## src/rtl/spiee_pkg.sv

```systemverilog
package spiee_pkg;
    parameter int ADDR_W     = 9;
    parameter int PAGE_BYTES = 8;
    parameter int BYTE_W     = 8;
    localparam int PG_W      = $clog2(PAGE_BYTES);
    localparam int CNT_W     = $clog2(BYTE_W);
    localparam int PDATA_W   = PAGE_BYTES * BYTE_W;

    localparam logic [2:0] OPL_WEN_SET = 3'b110;
    localparam logic [2:0] OPL_WEN_CLR = 3'b100;
    localparam logic [2:0] OPL_ST_RD   = 3'b101;
    localparam logic [2:0] OPL_ST_WR   = 3'b001;
    localparam logic [2:0] OPL_ARR_RD  = 3'b011;
    localparam logic [2:0] OPL_ARR_WR  = 3'b010;

    typedef enum logic [3:0] {
        ST_IDLE, ST_OPC, ST_ADDR, ST_RD, ST_WR,
        ST_SOUT, ST_SIN, ST_SEND, ST_WEN, ST_WDI, ST_DEAD
    } st_e;

    typedef enum logic [1:0] {
        RQ_WEN_SET = 2'd0,
        RQ_WEN_CLR = 2'd1,
        RQ_STAT    = 2'd2,
        RQ_PAGE    = 2'd3
    } rq_e;
endpackage

```

## src/rtl/spiee_sync.sv

```systemverilog
module spiee_sync #(
    parameter int          W       = 5,
    parameter int          STAGES  = 2,
    parameter logic [W-1:0] RST_VAL = '0
) (
    input  logic         clk,
    input  logic         rst_n,
    input  logic [W-1:0] din,
    output logic [W-1:0] dout
);
    logic [W-1:0] stg_d [STAGES];
    logic [W-1:0] stg_q [STAGES];

    always_comb begin
        stg_d[0] = din;
        for (int i = 1; i < STAGES; i++) stg_d[i] = stg_q[i-1];
    end

    always_ff @(posedge clk or negedge rst_n) begin
        if (!rst_n) begin
            for (int i = 0; i < STAGES; i++) stg_q[i] <= RST_VAL;
        end else begin
            for (int i = 0; i < STAGES; i++) stg_q[i] <= stg_d[i];
        end
    end

    assign dout = stg_q[STAGES-1];
endmodule

```

## src/rtl/spiee_pagebuf.sv

```systemverilog
module spiee_pagebuf
    import spiee_pkg::*;
(
    input  logic                  clk,
    input  logic                  rst_n,
    input  logic                  clr,
    input  logic                  we,
    input  logic [PG_W-1:0]       wofs,
    input  logic [BYTE_W-1:0]     wbyte,
    output logic [PDATA_W-1:0]    data,
    output logic [PAGE_BYTES-1:0] mask
);
    for (genvar b = 0; b < PAGE_BYTES; b++) begin : g_entry
        logic [BYTE_W-1:0] byte_d, byte_q;
        logic              vld_d, vld_q;

        always_comb begin
            byte_d = byte_q;
            vld_d  = vld_q;
            if (clr) begin
                vld_d = 1'b0;
            end else if (we && (wofs == PG_W'(b))) begin
                byte_d = wbyte;
                vld_d  = 1'b1;
            end
        end

        always_ff @(posedge clk or negedge rst_n) begin
            if (!rst_n) begin
                byte_q <= '0;
                vld_q  <= 1'b0;
            end else begin
                byte_q <= byte_d;
                vld_q  <= vld_d;
            end
        end

        assign data[b*BYTE_W +: BYTE_W] = byte_q;
        assign mask[b]                  = vld_q;
    end

    // offsets only accumulate within one transaction
    assert_mask_grow_R5: assert property (@(posedge clk) disable iff (!rst_n)
        !clr |=> ((~mask & $past(mask)) == '0));
endmodule

```

## src/rtl/spiee_slave.sv

```systemverilog
module spiee_slave
    import spiee_pkg::*;
#(
    parameter int SYNC_STAGES = 2
) (
    input  logic                  clk,
    input  logic                  rst_n,
    input  logic                  cs_n,
    input  logic                  sck,
    input  logic                  si,
    input  logic                  hold_n,
    input  logic                  wp_n,
    output logic                  so,
    output logic                  so_oe,
    output logic [ADDR_W-1:0]     rd_addr,
    input  logic [BYTE_W-1:0]     rd_data,
    input  logic [BYTE_W-1:0]     stat_in,
    input  logic                  busy,
    output logic                  req_valid,
    input  logic                  req_ready,
    output logic [1:0]            req_kind,
    output logic [ADDR_W-1:0]     req_addr,
    output logic [PAGE_BYTES-1:0] req_mask,
    output logic [PDATA_W-1:0]    req_data
);
    localparam int NSYNC = 5;

    typedef struct packed {
        st_e                  st;
        logic [CNT_W-1:0]     cnt;
        logic [BYTE_W-1:0]    sr;
        logic [ADDR_W-1:0]    addr;
        logic                 a8;
        logic                 is_rd;
        logic [BYTE_W-1:0]    ob;
        logic                 so;
        logic                 live;
        logic                 hold;
        logic                 wp_seen;
        logic                 sck_p;
        logic                 cs_p;
        logic                 req_valid;
        rq_e                  req_kind;
        logic [ADDR_W-1:0]    req_addr;
        logic [PAGE_BYTES-1:0] req_mask;
        logic [PDATA_W-1:0]   req_data;
    } eng_s;

    eng_s q, nx;

    logic [NSYNC-1:0] sy;
    logic cs_n_s, hold_n_s, wp_n_s, sck_s, si_s;

    spiee_sync #(.W(NSYNC), .STAGES(SYNC_STAGES), .RST_VAL(5'b11100)) u_sync (
        .clk  (clk),
        .rst_n(rst_n),
        .din  ({cs_n, hold_n, wp_n, sck, si}),
        .dout (sy)
    );
    assign {cs_n_s, hold_n_s, wp_n_s, sck_s, si_s} = sy;

    logic                  pb_we, pb_clr;
    logic [PG_W-1:0]       pb_ofs;
    logic [BYTE_W-1:0]     pb_byte;
    logic [PDATA_W-1:0]    pb_data;
    logic [PAGE_BYTES-1:0] pb_mask;

    spiee_pagebuf u_page (
        .clk  (clk),
        .rst_n(rst_n),
        .clr  (pb_clr),
        .we   (pb_we),
        .wofs (pb_ofs),
        .wbyte(pb_byte),
        .data (pb_data),
        .mask (pb_mask)
    );

    logic              sck_rise, sck_fall, cs_fall, cs_rise;
    logic              byte_end, can_post;
    logic [BYTE_W-1:0] sr_in, src_byte;

    always_comb begin
        nx       = q;
        sck_rise = sck_s & ~q.sck_p;
        sck_fall = ~sck_s & q.sck_p;
        cs_fall  = ~cs_n_s & q.cs_p;
        cs_rise  = cs_n_s & ~q.cs_p;
        sr_in    = {q.sr[BYTE_W-2:0], si_s};
        byte_end = (q.cnt == CNT_W'(BYTE_W - 1));
        can_post = !q.req_valid || req_ready;
        src_byte = (q.st == ST_RD) ? rd_data : stat_in;
        pb_we    = 1'b0;
        pb_clr   = 1'b0;
        pb_ofs   = q.addr[PG_W-1:0];
        pb_byte  = sr_in;
        nx.sck_p = sck_s;
        nx.cs_p  = cs_n_s;

        if (q.req_valid && req_ready) nx.req_valid = 1'b0;

        if (cs_n_s) begin
            // deselect: post whatever the transaction earned, then go idle
            if (cs_rise && !sck_s && can_post) begin
                case (q.st)
                    ST_WEN: if (!q.wp_seen) begin
                        nx.req_valid = 1'b1;
                        nx.req_kind  = RQ_WEN_SET;
                        nx.req_addr  = '0;
                        nx.req_mask  = '0;
                        nx.req_data  = '0;
                    end
                    ST_WDI: begin
                        nx.req_valid = 1'b1;
                        nx.req_kind  = RQ_WEN_CLR;
                        nx.req_addr  = '0;
                        nx.req_mask  = '0;
                        nx.req_data  = '0;
                    end
                    ST_SEND: if (!q.wp_seen) begin
                        nx.req_valid = 1'b1;
                        nx.req_kind  = RQ_STAT;
                        nx.req_addr  = '0;
                        nx.req_mask  = '0;
                        nx.req_data  = PDATA_W'(q.sr);
                    end
                    ST_WR: if (!q.wp_seen && (q.cnt == '0) && (pb_mask != '0)) begin
                        nx.req_valid = 1'b1;
                        nx.req_kind  = RQ_PAGE;
                        nx.req_addr  = {q.addr[ADDR_W-1:PG_W], {PG_W{1'b0}}};
                        nx.req_mask  = pb_mask;
                        nx.req_data  = pb_data;
                    end
                    default: ;
                endcase
            end
            nx.st   = ST_IDLE;
            nx.hold = 1'b0;
            nx.live = 1'b0;
        end else if (cs_fall) begin
            nx.st      = ST_OPC;
            nx.cnt     = '0;
            nx.live    = 1'b0;
            nx.hold    = 1'b0;
            nx.wp_seen = ~wp_n_s;
            pb_clr     = 1'b1;
        end else begin
            if (!wp_n_s) nx.wp_seen = 1'b1;
            if (!sck_s)  nx.hold    = ~hold_n_s;
            if (!q.hold && sck_rise) begin
                nx.sr  = sr_in;
                nx.cnt = q.cnt + 1'b1;
                if (byte_end) begin
                    case (q.st)
                        ST_OPC: begin
                            if (sr_in[7:4] != 4'b0000) begin
                                nx.st = ST_DEAD;
                            end else if (busy && (sr_in[2:0] != OPL_ST_RD)) begin
                                nx.st = ST_DEAD;
                            end else begin
                                case (sr_in[2:0])
                                    OPL_WEN_SET: nx.st = ST_WEN;
                                    OPL_WEN_CLR: nx.st = ST_WDI;
                                    OPL_ST_RD:   nx.st = ST_SOUT;
                                    OPL_ST_WR:   nx.st = ST_SIN;
                                    OPL_ARR_RD: begin
                                        nx.st    = ST_ADDR;
                                        nx.is_rd = 1'b1;
                                        nx.a8    = sr_in[3];
                                    end
                                    OPL_ARR_WR: begin
                                        nx.st    = ST_ADDR;
                                        nx.is_rd = 1'b0;
                                        nx.a8    = sr_in[3];
                                    end
                                    default:     nx.st = ST_DEAD;
                                endcase
                            end
                        end
                        ST_ADDR: begin
                            nx.addr = {q.a8, sr_in};
                            nx.st   = q.is_rd ? ST_RD : ST_WR;
                        end
                        ST_RD:  nx.addr = q.addr + 1'b1;
                        ST_WR: begin
                            pb_we                 = 1'b1;
                            nx.addr[PG_W-1:0]     = q.addr[PG_W-1:0] + 1'b1;
                        end
                        ST_SIN: nx.st = ST_SEND;
                        default: ;
                    endcase
                end
            end else if (!q.hold && sck_fall && ((q.st == ST_RD) || (q.st == ST_SOUT))) begin
                nx.live = 1'b1;
                if (q.cnt == '0) begin
                    nx.ob = src_byte;
                    nx.so = src_byte[BYTE_W-1];
                end else begin
                    nx.so = q.ob[CNT_W'(BYTE_W - 1) - q.cnt];
                end
            end
        end
    end

    always_ff @(posedge clk or negedge rst_n) begin
        if (!rst_n) begin
            q      <= '0;
            q.cs_p <= 1'b1;
        end else begin
            q <= nx;
        end
    end

    assign so_oe     = q.live & ~q.hold;
    assign so        = q.so & so_oe;
    assign rd_addr   = q.addr;
    assign req_valid = q.req_valid;
    assign req_kind  = q.req_kind;
    assign req_addr  = q.req_addr;
    assign req_mask  = q.req_mask;
    assign req_data  = q.req_data;

    assert_req_hold_R13: assert property (@(posedge clk) disable iff (!rst_n)
        (q.req_valid && !req_ready) |=> (q.req_valid && $stable(q.req_kind) &&
        $stable(q.req_addr) && $stable(q.req_mask) && $stable(q.req_data)));

    assert_page_shape_R4: assert property (@(posedge clk) disable iff (!rst_n)
        (q.req_valid && (q.req_kind == RQ_PAGE)) |->
        ((q.req_addr[PG_W-1:0] == '0) && (q.req_mask != '0)));

    assert_page_upper_R5: assert property (@(posedge clk) disable iff (!rst_n)
        (q.st == ST_WR) |=> $stable(q.addr[ADDR_W-1:PG_W]));

    assert_dead_sticky_R9: assert property (@(posedge clk) disable iff (!rst_n)
        (q.st == ST_DEAD) |=> ((q.st == ST_DEAD) || (q.st == ST_IDLE)));

    assert_busy_gate_R10: assert property (@(posedge clk) disable iff (!rst_n)
        ((q.st == ST_OPC) && busy && !cs_n_s) |=>
        !((q.st == ST_ADDR) || (q.st == ST_WEN) || (q.st == ST_WDI) || (q.st == ST_SIN)));

    assert_hold_freeze_R11: assert property (@(posedge clk) disable iff (!rst_n)
        q.hold |=> ($stable(q.cnt) && $stable(q.so)));

    assert_quiet_desel_R12: assert property (@(posedge clk) disable iff (!rst_n)
        ($past(cs_n_s) && cs_n_s) |-> !so_oe);

    assert_oe_source_R8: assert property (@(posedge clk) disable iff (!rst_n)
        so_oe |-> ((q.st == ST_RD) || (q.st == ST_SOUT)));
endmodule

```

## config.mk

```make
export PLATFORM = sky130hd
export DESIGN_NAME = spiee_slave
export DESIGN_NICKNAME = d
export VERILOG_FILES = /design/src/rtl/spiee_pkg.sv /design/src/rtl/spiee_sync.sv /design/src/rtl/spiee_pagebuf.sv /design/src/rtl/spiee_slave.sv
export SDC_FILE = /design/constraint.sdc
export NUM_CORES = 1
export LEC_CHECK = 0
export ABC_AREA = 1
export BUFFER_PORTS_ARGS = -buffer_cell sky130_fd_sc_hd__buf_4
export CAP_MARGIN = 20
export CORE_AREA = 3 3 224 138
export DETAILED_ROUTE_END_ITERATION = 12
export DIE_AREA = 0 0 227 141
export PLACE_DENSITY_LB_ADDON = 0.08
export SLEW_MARGIN = 25
export SYNTH_ARGS = -nofsm -noshare
export SYNTH_HDL_FRONTEND = slang
export SYNTH_SLANG_ARGS = --single-unit
```

## constraint.sdc

```tcl
create_clock -name clk -period 3.19 [get_ports clk]
set_input_delay 0.319 -clock clk [delete_from_list [all_inputs] [get_ports clk]]
set_output_delay 0.319 -clock clk [all_outputs]
set_load 0.005 [all_outputs]
```

==> results of run 1 <==
## kinds of logic (layout without fill, tap and decap cells)
| group | after synthesis | count (layout) | share of synthesized area (%) |
|---|---|---|---|
| adder cells (fa/ha/maj) | 9 | 9 | 1.11 |
| buffers and inverters | 307 | 348 | 15.3 |
| AND/OR/NAND/NOR | 700 | 700 | 28.9 |
| other | 1 | 3 | 0.0369 |
| flip-flops | 203 | 203 | 50.1 |
| AO/OA/AOI/OAI | 75 | 75 | 3.83 |
| multiplexers | 7 | 7 | 0.690 |
## power breakdown
part           internal, mW  switching, mW
sequential             2.61         0.0347
combinational        0.0747          0.214
clock                  1.60           1.06
total                  4.28           1.30
## path summary, 6_finish.rpt
| check | end | slack, ns | cells after the start | from |
|---|---|---|---|---|
| min reg2reg | u_sync.dout[0]$_DFF_PN0_ | 0.35 | 0 | u_sync.stg_d[0]$_DFF_PN0_ |
| min | q[93]$_DFFE_PN0P_ | 0.10 | 3 | rd_data[3] |
| max | req_data[0]$_DFFE_PN0P_ | 0.83 | 10 | q[117]$_DFFE_PN0P_ |
| min in group asynchronous | req_valid$_DFF_PN0_ | 0.42 | 2 | rst_n |
| max reg2reg | req_data[0]$_DFFE_PN0P_ | 0.83 | 10 | q[117]$_DFFE_PN0P_ |
| max in group asynchronous | req_data[57]$_DFFE_PN0P_ | 1.91 | 3 | rst_n |
## flip-flops by register name, indices dropped and copies added (netlist names), 2 cells and up
signal                 cells
req_addr                   6
req_data                  64
req_mask                   8
u_page.g_entry.vld_q       8
u_sync.stg_d               5
u_sync.dout                5
rd_addr                    9
u_page.g_entry.byte_q     64
q                         24
req_kind                   2
pb_byte                    7
## cell usage in the layout, fill, tap and decap left out, drive strengths merged, types with 7 or more instances in the layout
cell,instances
dfstp,7
buf,136
o21ai,68
dlygate4sd3,7
inv,162
mux2i,7
nand2,410
ha,9
nand3,156
clkbuf,35
nor2,121
dfrtp,196
## per-layer routing
metal / GRT usage, % / up-vias
li1: - / 3964
met1: 29.0 / 3747
met2: 23.2 / 174
met3: 3.48 / 33
met4: 3.03 / 0
met5: 0 / -
## final cells by class
type	count	area, sq um	share of cell area [%]
flip-flops and latches	203	5090	44.0
multi-input cells	794	3530	30.5
repair buffers	144	1120	9.66
clock buffers	34	667	5.77
inverters	165	619	5.35
well taps	375	469	4.06
clock inverters	5	77.6	0.671
## stage by stage
stage	cells	total power, mW	instance area, sq um	setup slack [ns]	utilization [%]
CTS	1720	5.67	11600	0.797	40.2
detailed placement	1674	2.97	10800	0.831	37.4
global placement	1674	2.97	10800	0.915	37.4
global route	1720	5.81	11600	0.632	40.2
floorplan	1304	2.80	10200	1.37	-
finish	1720	5.58	11600	0.832	40.2
## worst register-to-register path, cell delays in order, from the launching register on
cell     delay [ns]
dfrtp_1        0.44
inv_1          0.19
ha_1           0.18
nand2_1        0.08
nor2_1         0.16
inv_1          0.12
nor2_2         0.35
nor2_1         0.07
nor2_1         0.48
nand2_1        0.13
nand2_1        0.09
==> reports/results.tsv, run 1 <==
stage	metric	value	unit
cts	htreeDepth	1	
timing	hold_viol	0	
logic_synthesis	synthTopCellsByCount	402 x nand2_1, 196 x dfrtp_1, 159 x inv_1, 155 x nand3_1, 115 x nor2_1	
run	maxCapViolCount	0	
timing	rsz0062_at_grt	false	
timing	maxSlewViolCount	0	
final_layout	drive_above_1_share	14.9	%
cts	clock_latency	0.52	ns
detailed_routing	drc_errors	0	
final_layout	area_delta_synth_final	13.9	%
worst_setup_path	crit_slowest_cell	nor2_1	
detailed_routing	drt_iter0_drc	631	
cts	post_cts_resized	0	
worst_setup_path	critPathKind	reg2reg	
logic_synthesis	synthArstFlopShare	100	%
grt	overflow	0	
timing	max_slew_margin	51.6	%
floorplan	ioPinCount	120	
worst_setup_path	cp.arrival	2.81	ns
logic_synthesis	yosysTopAreaCellShare	48.3	%
placed_design	hpwl	19300	um
timing	max_freq	424	MHz
cts	post-cts-setup-buffer-count	0	
worst_hold_path	holdCritPathClass	in2reg	
grt	grt_pass1_vias	7474	
detailed_routing	vias	7918	
timing	tns	0	ns
logic_synthesis	synthFlopType	dfrtp_1	
logic_synthesis	yosys_warnings	0	
floorplan	die_w	227	um
worst_setup_path	required	3.64	ns
logic_synthesis	synthCells	1302	
detailed_routing	route.met2.wl	10700	um
detailed_routing	viasPerCell	4.60	
floorplan	die_y	141	um
grt	grt_pass1_wl	44000	um
cts	numCtsBuffers	22	
timing	min_period	2.36	ns
status	outcome	complete, no violations	
power	ir_drop	0.308	mV
timing	holdWs	0.101	ns
logic_synthesis	synth_cell_types	35	
worst_setup_path	cp-start-kind	flip-flop	
grt	grt_max_degree	86	
detailed_routing	postRouteAntennaNets	0	
logic_synthesis	synth_edf_count	0	
cts	cts.clk_slew.worst_paths	0.06	ns
worst_setup_path	cp_slowest_stage_delay	0.48	ns
cts	root_buffer	clkbuf_16	
cts	cts_tree	done	
power	powerDensity	482	nW/um^2
logic_synthesis	synth-seq-area-share	50.1	%
timing	setup_viol	0	
floorplan	rows	48	
detailed_routing	wl_met1	15200	um
logic_synthesis	yosysMostFrequentCell	nand2_1	
logic_synthesis	ys_ff_latch	203	
floorplan	core_area	28800	sq um
timing	fin_crit_sh	73.9	%
final_layout	nNetsFinal	1364	
cts	clockBufferDepth	3	
grt	grt.total_usage	17.5	%
floorplan	initial_core_util	35.3	%
detailed_routing	top_layer_used	met4	
logic_synthesis	synth_top_area_cell	dfrtp_1	
worst_setup_path	path_delay_family	simple AND/OR/NAND/NOR gates	
detailed_routing	wire_per_inst	16.1	um
detailed_routing	met3_length	1410	um
worst_setup_path	path_max_fanout	9	
placed_design	io_buffers	116	
final_layout	diodes	0	
detailed_routing	firstDrtPassIters	5	
placed_design	gp_congestion	0.866	
worst_setup_path	end_kind	flip-flop	
cts	hold_buffers	7	
worst_setup_path	path_buf_inv	2	
power	p_leak	6.36	nW
cts	clock_sinks	203	
timing	finClkSkew	0.0163	ns
logic_synthesis	avgSynthCellArea	7.80	sq um
worst_setup_path	path_cells	inv_1, ha_1, nand2_1, nor2_1, inv_1, nor2_2, nor2_1, nor2_1, nand2_1, nand2_1	
logic_synthesis	synth_area	10200	sq um
floorplan	dieArea	32000	sq um
detailed_routing	totalWireLength	27700	um
logic_synthesis	synthTopCellsByArea	dfrtp_1 48%, nand2_1 15%, nand3_1 7.6%	
timing	worstMarginPinSlew	0.722	ns
final_layout	fillers	3019	
grt	antenna_found_initial	0	
(Power assumes the default switching activity.)
==> run 2: changes to the inputs <==
- clock period: 3.19 -> 2.4 ns (I/O delays scaled with it)
==> run 2 against run 1 <==
Global-route usage rose by 0.69 points. Total power rose by 33%. Sequential cell count is the same. Worst setup slack got worse by 0.59 ns. Maximum frequency grew 9.4%. Wire length rose by 2.2%. Final area grew 1.4%. Die area unchanged. Sequential share of layout area down 0.62 points. Critical endpoint is now req_data[62]$_DFFE_PN0P_.
==> reports/results.tsv, run 2 (synthesized netlist as in run 1, its figures left out) <==
stage	metric	value	unit	change
power	p_comb_share	5.5	%	+0.3 points
floorplan	core_area	28800	sq um	unchanged
cts	htreeDepth	1		unchanged
cts	clock_latency	0.53	ns	about the same
final_layout	area_delta_synth_final	15.6	%	
worst_setup_path	end_kind	flip-flop		
cts	root_buffer	clkbuf_16		
status	outcome	complete, no violations		
worst_setup_path	path_max_fanout	52		+43
final_layout	layout_commonest_cell	nand2_1		
floorplan	dieArea	32000	sq um	unchanged
placed_design	place_area	10900	sq um	+1.2%
timing	min_period	2.16	ns	-0.203 ns
final_layout	multi_input_area	3530	sq um	+0.14%
grt	overflow	0		unchanged
placed_design	io_buffers	116		unchanged
worst_setup_path	required	2.81	ns	-0.83 ns
floorplan	die_y	141	um	unchanged
worst_setup_path	cp-start-kind	flip-flop		
run	maxCapViolCount	0		unchanged
detailed_routing	totalWireLength	28400	um	+2.2%
worst_hold_path	holdCritPathClass	in2reg		
detailed_routing	wl_met1	15600	um	+3.0%
timing	setup_viol	0		unchanged
worst_setup_path	cp.arrival	2.57	ns	-0.24 ns
detailed_routing	vias	7972		+0.68%
cts	numCtsBuffers	22		unchanged
cts	clockBufferDepth	3		unchanged
grt	antenna_found_initial	0		unchanged
timing	fin_crit_sh	89.8	%	+16 points
final_layout	final_cell_area	11700	sq um	+1.4%
floorplan	die_w	227	um	unchanged
floorplan	ioPinCount	120		unchanged
grt	grt.total_usage	18.2	%	+0.69 points
detailed_routing	drc_errors	0		unchanged
power	p_sw	1.78	mW	+36%
power	report.power.total	7.40	mW	+33%
detailed_routing	firstDrtPassIters	5		unchanged
cts	clock_sinks	203		unchanged
detailed_routing	postRouteAntennaNets	0		unchanged
power	power_frac_clock	46.9	%	-0.6 points
power	powerDensity	630	nW/um^2	+31%
timing	tns	0	ns	unchanged
detailed_routing	top_layer_used	met4		
timing	hold_viol	0		unchanged
final_layout	utilization	40.8	%	+0.58 points
timing	maxSlewViolCount	0		unchanged
grt	grt_pass1_vias	7652		+2.4%
placed_design	gp_congestion	0.868		+0.30%
detailed_routing	route.met2.wl	10800	um	+1.3%
cts	cts.clk_slew.worst_paths	0.06	ns	about the same
detailed_routing	drt_iter0_drc	701		+11%
floorplan	initial_core_util	35.3	%	unchanged
power	ir_drop	0.386	mV	+25%
power	p_leak	6.45	nW	+1.4%
floorplan	rows	48		unchanged
detailed_routing	wire_per_inst	16.4	um	+1.4%
grt	grt_max_degree	73		-15%
final_layout	drive_above_1_share	15.6	%	+0.66 points
final_layout	nNetsFinal	1377		+0.95%
grt	grt_pass1_wl	45600	um	+3.7%
power	seq_power_share	47.5	%	+0.2 points
timing	finClkSkew	0.0200	ns	+0.00374 ns
final_layout	diodes	0		unchanged
detailed_routing	met3_length	1600	um	+13%
timing	max_freq	464	MHz	+9.4%
final_layout	final_cell_mix	402 x nand2_1, 196 x dfrtp_1, 159 x inv_1		
cts	cts_tree	done		
cts	post-cts-setup-buffer-count	0		unchanged
timing	worstMarginPinSlew	0.638	ns	-0.0843 ns
detailed_routing	viasPerCell	4.60		-0.13%
placed_design	hpwl	19800	um	+2.6%
power	p_int	5.62	mW	+31%
final_layout	regArea	5090	sq um	unchanged
final_layout	fillers	2971		-1.6%
timing	max_slew_margin	57.2	%	+5.6 points
power	switching_share	24.0	%	+0.64 points
worst_setup_path	critPathKind	reg2reg		
==> run 2: cell types whose count changed in the layout (fill, tap and decap cells not counted), sizes merged <==
cell and delta:
buf +9, dlygate4sd3 +4, clkinv +3, bufinv -1, clkinvlp -1
==> run 2: per-layer routing <==
layer  vias up  track usage, %
met2       184            24.0
met1      3773            30.6
met3        21            3.45
met5         -               0
li1       3994               -
met4         0            2.54
==> run 2: final timing paths <==
kind                       slack, ns  depth (start not counted)                        end                      start
max                             0.24                         10   req_data[62]$_DFFE_PN0P_         q[117]$_DFFE_PN0P_
min                             0.02                          3          q[90]$_DFFE_PN0P_                 rd_data[0]
max reg2reg                     0.24                         10   req_data[62]$_DFFE_PN0P_         q[117]$_DFFE_PN0P_
min reg2reg                     0.34                          0   u_sync.dout[1]$_DFF_PN0_  u_sync.stg_d[1]$_DFF_PN0_
max in group asynchronous       1.32                          3  u_sync.stg_d[2]$_DFF_PN1_                      rst_n
min in group asynchronous       0.21                          2    req_addr[3]$_DFFE_PN0P_                      rst_n
==> run 2: power groups by stage <==
stage | Clock (mW) | Combinational (mW) | Sequential (mW)
finish | 3.47 | 0.410 | 3.51
global route | 3.71 | 0.459 | 3.52
CTS | 3.55 | 0.412 | 3.51
detailed placement | 0 | 0.397 | 3.57
global placement | 0 | 0.398 | 3.58
floorplan | 0 | 0.173 | 3.55
==> run 2: area by class of cell <==
type	instances	share of cell area (%)
Timing Repair Buffer	157	11.0
Tap cell	375	4.00
Multi-Input combinational cell	794	30.1
Clock buffer	34	5.77
Clock inverter	6	0.469
Inverter	165	5.28
Sequential cell	203	43.4
==> run 2: timing repair <==
item / 4_1_cts / 5_1_grt
hold buffers: 11 / 0
setup endpoints to repair: 0 / 9
endpoints found under the hold margin: 45 / 0
resized for setup: 0 / 2
==> run 2: worst max-delay path, cell delays in order, from the launching register on <==
cell,delay [ns]
dfrtp_1,0.43
inv_1,0.19
ha_1,0.18
nand2_1,0.08
nor2_1,0.17
inv_1,0.13
o21ai_4,0.23
nand2_2,0.10
buf_4,0.30
nand2_1,0.14
nand2_1,0.05
==> run 2: through the flow <==
stage	setup slack (ns)	std cells	hold slack [ns]
final	0.245	1734	0.0208
after global routing	-0.00356	1734	0.0213
after CTS	0.208	1734	0.0147
after global placement	0.239	1683	0.203
after detailed placement	0.244	1683	0.202
after floorplan	0.584	1304	-0.0556
